$ cat src/rtl/spd_pkg.sv
package spd_pkg;

    // Early machine: progress through the pattern
    typedef enum logic [1:0] {
        EA_IDLE = 2'd0,   // nothing useful seen
        EA_Z    = 2'd1,   // "0"
        EA_ZO   = 2'd2,   // "01"
        EA_ZOZ  = 2'd3    // "010"
    } early_st_e;

    // Late machine: adds a state that holds the detection
    typedef enum logic [2:0] {
        LA_IDLE = 3'd0,
        LA_Z    = 3'd1,
        LA_ZO   = 3'd2,
        LA_ZOZ  = 3'd3,
        LA_HIT  = 3'd4    // "0101" just completed
    } late_st_e;

    typedef struct packed {
        early_st_e st;
    } early_regs_t;

    typedef struct packed {
        late_st_e st;
    } late_regs_t;

endpackage

$ cat src/rtl/spd_early_fsm.sv
module spd_early_fsm
    import spd_pkg::*;
(
    input  logic clk_i,
    input  logic rst_i,
    input  logic bit_i,
    input  logic vld_i,
    output logic hit_o
);
    early_regs_t r_q, r_d;

    always_comb begin
        r_d   = r_q;
        hit_o = 1'b0;
        if (vld_i && !rst_i) begin
            unique case (r_q.st)
                EA_IDLE: r_d.st = bit_i ? EA_IDLE : EA_Z;
                EA_Z:    r_d.st = bit_i ? EA_ZO   : EA_Z;
                EA_ZO:   r_d.st = bit_i ? EA_IDLE : EA_ZOZ;
                EA_ZOZ: begin
                    r_d.st = bit_i ? EA_ZO : EA_Z;
                    hit_o  = bit_i;
                end
                default: r_d.st = EA_IDLE;
            endcase
        end
        if (rst_i) r_d.st = EA_IDLE;
    end

    always_ff @(posedge clk_i) begin
        r_q <= r_d;
    end


    early_rst_chk: assert property (@(posedge clk_i) rst_i |=> (r_q.st == EA_IDLE));

    early_hold_chk: assert property (@(posedge clk_i) disable iff (rst_i)
        !vld_i |=> $stable(r_q.st));

    early_hit_src_chk: assert property (@(posedge clk_i) disable iff (rst_i)
        hit_o |=> (r_q.st == EA_ZO));

endmodule

$ cat src/rtl/spd_late_fsm.sv
module spd_late_fsm
    import spd_pkg::*;
(
    input  logic clk_i,
    input  logic rst_i,
    input  logic bit_i,
    input  logic vld_i,
    output logic hit_o
);
    late_regs_t r_q, r_d;

    always_comb begin
        r_d = r_q;
        if (vld_i) begin
            unique case (r_q.st)
                LA_IDLE: r_d.st = bit_i ? LA_IDLE : LA_Z;
                LA_Z:    r_d.st = bit_i ? LA_ZO   : LA_Z;
                LA_ZO:   r_d.st = bit_i ? LA_IDLE : LA_ZOZ;
                LA_ZOZ:  r_d.st = bit_i ? LA_HIT  : LA_Z;
                LA_HIT:  r_d.st = bit_i ? LA_IDLE : LA_ZOZ;
                default: r_d.st = LA_IDLE;
            endcase
        end
        if (rst_i) r_d.st = LA_IDLE;
    end

    always_ff @(posedge clk_i) begin
        r_q <= r_d;
    end

    assign hit_o = (r_q.st == LA_HIT);


    late_rst_chk: assert property (@(posedge clk_i) rst_i |=> !hit_o);

    late_hold_chk: assert property (@(posedge clk_i) disable iff (rst_i)
        !vld_i |=> $stable(hit_o));

    late_no_repeat_chk: assert property (@(posedge clk_i) disable iff (rst_i)
        (hit_o && vld_i) |=> !hit_o);

endmodule

$ cat src/rtl/serial_pat_det.sv
module serial_pat_det (
    input  logic clk_i,
    input  logic rst_i,
    input  logic bit_i,
    input  logic bit_vld_i,
    output logic hit_early_o,
    output logic hit_late_o
);
    spd_early_fsm u_early (
        .clk_i (clk_i),
        .rst_i (rst_i),
        .bit_i (bit_i),
        .vld_i (bit_vld_i),
        .hit_o (hit_early_o)
    );

    spd_late_fsm u_late (
        .clk_i (clk_i),
        .rst_i (rst_i),
        .bit_i (bit_i),
        .vld_i (bit_vld_i),
        .hit_o (hit_late_o)
    );


    always_comb begin
        if (rst_i === 1'b1) early_gate_chk: assert (hit_early_o == 1'b0);
    end

    early_to_late_chk: assert property (@(posedge clk_i) disable iff (rst_i)
        bit_vld_i |=> (hit_late_o == $past(hit_early_o)));

    late_rise_chk: assert property (@(posedge clk_i) disable iff (rst_i)
        $rose(hit_late_o) |-> $past(hit_early_o));

endmodule

$ cat config.mk
export PLATFORM = sky130hd
export DESIGN_NAME = serial_pat_det
export DESIGN_NICKNAME = d
export VERILOG_FILES = /design/src/rtl/spd_pkg.sv /design/src/rtl/spd_early_fsm.sv /design/src/rtl/spd_late_fsm.sv /design/src/rtl/serial_pat_det.sv
export SDC_FILE = /design/constraint.sdc
export NUM_CORES = 1
export LEC_CHECK = 0
export BUFFER_PORTS_ARGS = -buffer_cell sky130_fd_sc_hd__clkbuf_2
export CAP_MARGIN = 30
export CORE_AREA = 2 2 39 41
export CTS_CLUSTER_SIZE = 20
export DETAILED_ROUTE_END_ITERATION = 10
export DIE_AREA = 0 0 41 43
export GPL_TIMING_DRIVEN = 0
export HOLD_SLACK_MARGIN = 0.06
export MAX_ROUTING_LAYER = met4
export PLACE_DENSITY_LB_ADDON = 0.08
export SLEW_MARGIN = 20
export SYNTH_ARGS = -nofsm -noshare
export SYNTH_HDL_FRONTEND = slang
export SYNTH_SLANG_ARGS = --single-unit
$ cat constraint.sdc
create_clock -name clk_i -period 1.6 [get_ports clk_i]
set_input_delay 0.08 -clock clk_i [delete_from_list [all_inputs] [get_ports clk_i]]
set_output_delay 0.08 -clock clk_i [all_outputs]
set_load 0.005 [all_outputs]
==> results of run 1 <==
-- metrics by stage --
stage	util	hold slack (ps)	area [sq um]	total power (uW)	setup slack [ps]
2_1_floorplan	-	149	249	149	587
3_3_place_gp	0.212	337	294	159	523
3_5_place_dp	0.212	343	294	161	475
4_1_cts	0.231	90.4	320	308	449
5_1_grt	0.231	111	320	319	396
6_report	0.231	97.5	320	304	466
-- routing by layer --
| metal | global-route usage | vias to the layer above |
|---|---|---|
| li1 | - | 117 |
| met5 | - | - |
| met4 | 0.100 | 0 |
| met2 | 0.106 | 7 |
| met3 | 0.0157 | 2 |
| met1 | 0.106 | 107 |
-- flip-flops by register name, summed over array words and instances, names as in the netlist --
name / count
u_late.r_q: 3
u_early.r_q: 2
-- synth_stat cells --
master / n / area share
nand3b_1: 2 / 0.060
a211oi_1: 1 / 0.030
nor2_1: 2 / 0.030
dfxtp_1: 5 / 0.40
or3b_1: 1 / 0.035
a21oi_1: 2 / 0.040
nand4b_1: 1 / 0.035
mux2_2: 1 / 0.045
nand2b_1: 1 / 0.025
nor3b_1: 2 / 0.060
nand3_1: 1 / 0.020
a31oi_1: 1 / 0.025
o21ai_0: 2 / 0.040
or2b_2: 1 / 0.035
nand4_1: 1 / 0.025
buf_6: 1 / 0.045
nand2_1: 1 / 0.015
a21o_1: 1 / 0.030
-- area by class of cell --
cell class | count | area (sq um)
Fill cell | 157 | 1060
Multi-Input combinational cell | 21 | 138
Sequential cell | 5 | 100
Clock buffer | 4 | 26.3
Timing Repair Buffer | 5 | 25.0
Tap cell | 16 | 20.0
Buffer | 1 | 11.3
-- report_power, final --
part / switching [uW] / internal [uW]
sequential: 4.82 / 130
clock: 51.0 / 94.2
combinational: 13.0 / 11.4
-- final timing paths --
kind,startpoint,end,slack [ps],cells after the start
max reg2reg,u_late.r_q[1]$_SDFFE_PP0P_,u_late.r_q[1]$_SDFFE_PP0P_,470,3
min,rst_i,u_early.r_q[1]$_SDFFE_PP0P_,100,2
max,u_early.r_q[0]$_SDFFE_PP0P_,hit_early_o,470,3
min reg2reg,u_early.r_q[1]$_SDFFE_PP0P_,u_early.r_q[1]$_SDFFE_PP0P_,460,2
-- kinds of logic (layout without fill, tap and decap cells) --
group,after synthesis,count (layout),share of synthesized area
compound gates,7,7,0.166
mux,1,1,0.0452
simple gates,13,13,0.342
buf+inv,1,10,0.0452
flops,5,5,0.402
-- worst max-delay path, cell delays in order (launching register included) --
cell and delay [ps]:
dfxtp_1 360, nand3_1 110, nor3b_1 200, clkbuf_2 140
==> metrics.txt, run 1 <==
status finished, final reports clean; most frequent cells in the layout clkbuf_2 (5), dfxtp_1 (5), clkbuf_4 (3); power density over the cells roughly 950 mW/mm^2; CTS sink cnt 5; number of synthesis warnings 0; Antenna Cells 0; Syn-to-layout area delta 28.6%; CTS tree built; DR pass1 iterations 4; H-tree levels 1; # hold bufs at CTS 0; CP arrival ~1100 ps; GPL Wtd Cong approximately 0.66; starting density of the core 0.180; Hold Path Class input port to flop; Reg clk slew, reported paths 40 ps; Non-Filler Instances between 50 and 60; post-synthesis cell type count 18; Placement Rows 14; Total Wirelength 578 um; CTS Buf Count 3; Max rail drop VDD 0.393 mV; area of the core 0.00138 sq mm; nets 41; RSZ-0062 raised after global routing no; Final Max Tran Viols 0; endpoints failing hold 0; minimum clock period 1130 ps; Slew @ Worst Pin approximately 250 ps; max frequency 882 MHz; Pleak 0.000111 uW; Vias/cell 4.48; wire length on met3 about 22 um; TNS Setup 0 ps; crit share post-route 0.709; mean area per synthesized cell 9.22 sq um; WS Path Type flop to output port; Seq/Total Area, Yosys 0.402; Final ANT Viol Nets 0; count of final setup violators 0; CTS Buffer Depth 2; largest net degree at the start of global routing 11; Root Driver clkbuf_4; via count ~230; Die Y 43 um; Top Metal Used met4; share of layout cells above drive strength 1 0.306; total gr overflow 0; dpl cells 48; syn_nets 31; Routed WL per cell 11.1 um; Max-cap violations 0; io pins 6; number of global-route vias before repair between 200 and 250; initial antenna violation count 0; die area 0.00176 sq mm; Slew Limit Headroom 0.831; crit path launch type flop; Worst Skew 1.73 ps; Residual DRC 0; PortBufs 5; worst skew pair latency 240 ps; GRT Overall Usage 0.0874; Worst setup EP type output port; first-pass GRT wire length roughly 950 um; die width 41 um; post-synthesis cell area approximately 250 sq um; #FFs+latches synth 5; Setup Fix Bufs, Post-CTS 0; met2 routed WL 271 um; synthesized instance count 27; First DRT Iteration DRCs 1; M1 WL roughly 270 um; worst-path fanout max 3; post_cts resized 0; Worst EP required 1520 ps
Power figures use the tool's default switching activity.
==> run 2: changes to the inputs <==
clock period = 0.99 ns   (was 1.6 ns; I/O delays follow)
==> run 2 against run 1 <==
  * The flow now finishes with violations (negative setup slack)
  * Wire length decreased by 7.8%
  * Die area unchanged
  * Non-clock buffer count up 2
  * Clock power grew 57%
  * Clock skew up 0.87 ps
  * Register-to-register slack worse by 550 ps
  * Core utilization rose by 2.8 points
==> metrics.txt, run 2 (synthesis results as in run 1) <==
Die Y 43 um (unchanged); commonest non-fill, non-tap cell in the layout clkbuf_2; count of final setup violators 2 (+2); crit share post-route 1.08; CTS Buf Count 3 (unchanged); crit-path cells or3b_1 -> a21o_1 -> a31oi_1; GPL Wtd Cong 0.655 (-0.85%); Slew @ Worst Pin 179 ps (-74.3 ps); max frequency 932 MHz; Syn-to-layout area delta 44.2%; DP Area 297 sq um (+0.85%); PortBufs 5 (unchanged); Worst setup EP type flop; H-tree levels 1 (unchanged); starting density of the core 0.180 (unchanged); Placement Rows 14 (unchanged); die area 0.00176 sq mm (unchanged); total gr overflow 0 (unchanged); Final Util 0.259 (+0.0280); Largest register FFs 3 (unchanged); post-route cell area 359 sq um (+12%); GRT Overall Usage 0.0731 (-0.0142); nets 43 (+4.9%); power density over the cells 1370 mW/mm^2 (+44%); area of the core 0.00138 sq mm (unchanged); largest net degree at the start of global routing 11 (unchanged); Critical Path Max Stage Delay 370 ps (about the same); share of layout cells above drive strength 1 0.474 (+0.168); CTS Buffer Depth 2 (unchanged); Worst Skew 2.61 ps (+0.874 ps); io pins 6 (unchanged); Final ANT Viol Nets 0 (unchanged); endpoints failing hold 0 (unchanged); RSZ-0062 raised after global routing yes; Final Max Tran Viols 0 (unchanged); worst skew pair latency 240 ps (about the same); Seq. cell area 106 sq um (+6.3%); CP arrival 1230 ps (+180 ps); final worst setup slack -83.4 ps (-549 ps); First DRT Iteration DRCs 8 (+7); Residual DRC 0 (unchanged); Reg clk slew, reported paths 40 ps (about the same); Multi-input gate area 153 sq um (+11%); initial antenna violation count 0 (unchanged); WS Path Type flop to flop; fillers 154 (-1.9%); Post-Place Worst Slack -71.7 ps (-547 ps); minimum clock period between 1000 and 1500 ps; die width 41 um (unchanged); number of global-route vias before repair 198 (-11%); Worst EP required 1150 ps (-370 ps); via count 243 (+4.3%); Routed WL per cell 9.87 um (-11%); Max rail drop VDD 0.571 mV (+45%); most frequent cells in the layout clkbuf_2 (4), clkbuf_4 (3); first-pass GRT wire length 786 um (-17%); Max-cap violations 0 (unchanged); master of the slowest instance on the critical path or3b_1; Pleak 0.000127 uW (+15%); crit path launch type flop; CTS tree built; biggest regs u_late.r_q: 3 flops, u_early.r_q: 2 flops; Root Driver clkbuf_4; failing checks negative setup slack; Antenna Cells 0 (unchanged); DR pass1 iterations 4 (unchanged); status finished, violations left; Hold Path Class input port to flop; CTS sink cnt 5 (unchanged); Total Wirelength 533 um (-7.8%); Slew Limit Headroom 0.880 (+0.0493); worst-path fanout max 6 (+3); largest reg by FF count u_late.r_q; Vias/cell 4.50 (+0.43%)
[run 2: layout make-up]
class	instances	share of cell area
buffer	1	0.0314
clock buffer	4	0.0732
multi-input combinational	21	0.425
sequential	5	0.296
tap	16	0.0557
timing repair buffer	7	0.118
[run 2: per-stage QoR]
| step | instances | hold WS, ps | setup TNS (ps) | total power (uW) |
|---|---|---|---|---|
| 2_1_floorplan | 27 | 111 | -15.0 | 241 |
| 3_3_place_gp | 48 | 303 | -53.2 | 258 |
| 3_5_place_dp | 48 | 300 | -71.7 | 259 |
| 4_1_cts | 54 | 63.6 | -147 | 506 |
| 5_1_grt | 54 | 68.6 | -260 | 530 |
| 6_report | 54 | 68.3 | -97.4 | 491 |
[run 2: repair_timing]
action | in CTS | in global routing
buffers inserted | 1 | 0
pin swaps | 2 | 1
endpoints found under the setup margin | 3 | 3
hold buffers | 1 | 0
resized for setup | 5 | 1
hold endpoints to repair | 1 | 0
[run 2: per-layer routing]
| metal | vias to the layer above | part of all wire | GRT usage |
|---|---|---|---|
| li1 | 125 | - | - |
| met1 | 113 | 0.46 | 0.0806 |
| met2 | 5 | 0.51 | 0.0969 |
| met3 | 0 | 0.036 | 0.0157 |
| met4 | 0 | 0 | 0.0800 |
| met5 | - | 0 | - |
[run 2: path summary, 6_finish.rpt]
check | startpoint | endpoint | slack (ps) | cells after the start
max | u_late.r_q[0]$_SDFFE_PP0P_ | u_late.r_q[1]$_SDFFE_PP0P_ | -80 | 3
max reg2reg | u_late.r_q[0]$_SDFFE_PP0P_ | u_late.r_q[1]$_SDFFE_PP0P_ | -80 | 3
min reg2reg | u_early.r_q[1]$_SDFFE_PP0P_ | u_early.r_q[1]$_SDFFE_PP0P_ | 450 | 2
min | rst_i | u_late.r_q[1]$_SDFFE_PP0P_ | 70 | 2
[run 2: report_power, final]
part           switching [uW]  internal (uW)
Sequential               7.17            209
Combinational            23.1           24.7
Clock                    75.8            152
Total                     106            385
[run 2: worst max-delay path: cells and delay by family (launching register included)]
kind	cells	cell delay [ps]
DFF	1	340
and+or+nand+nor	1	370
AOI/OAI and AO/OA	2	290
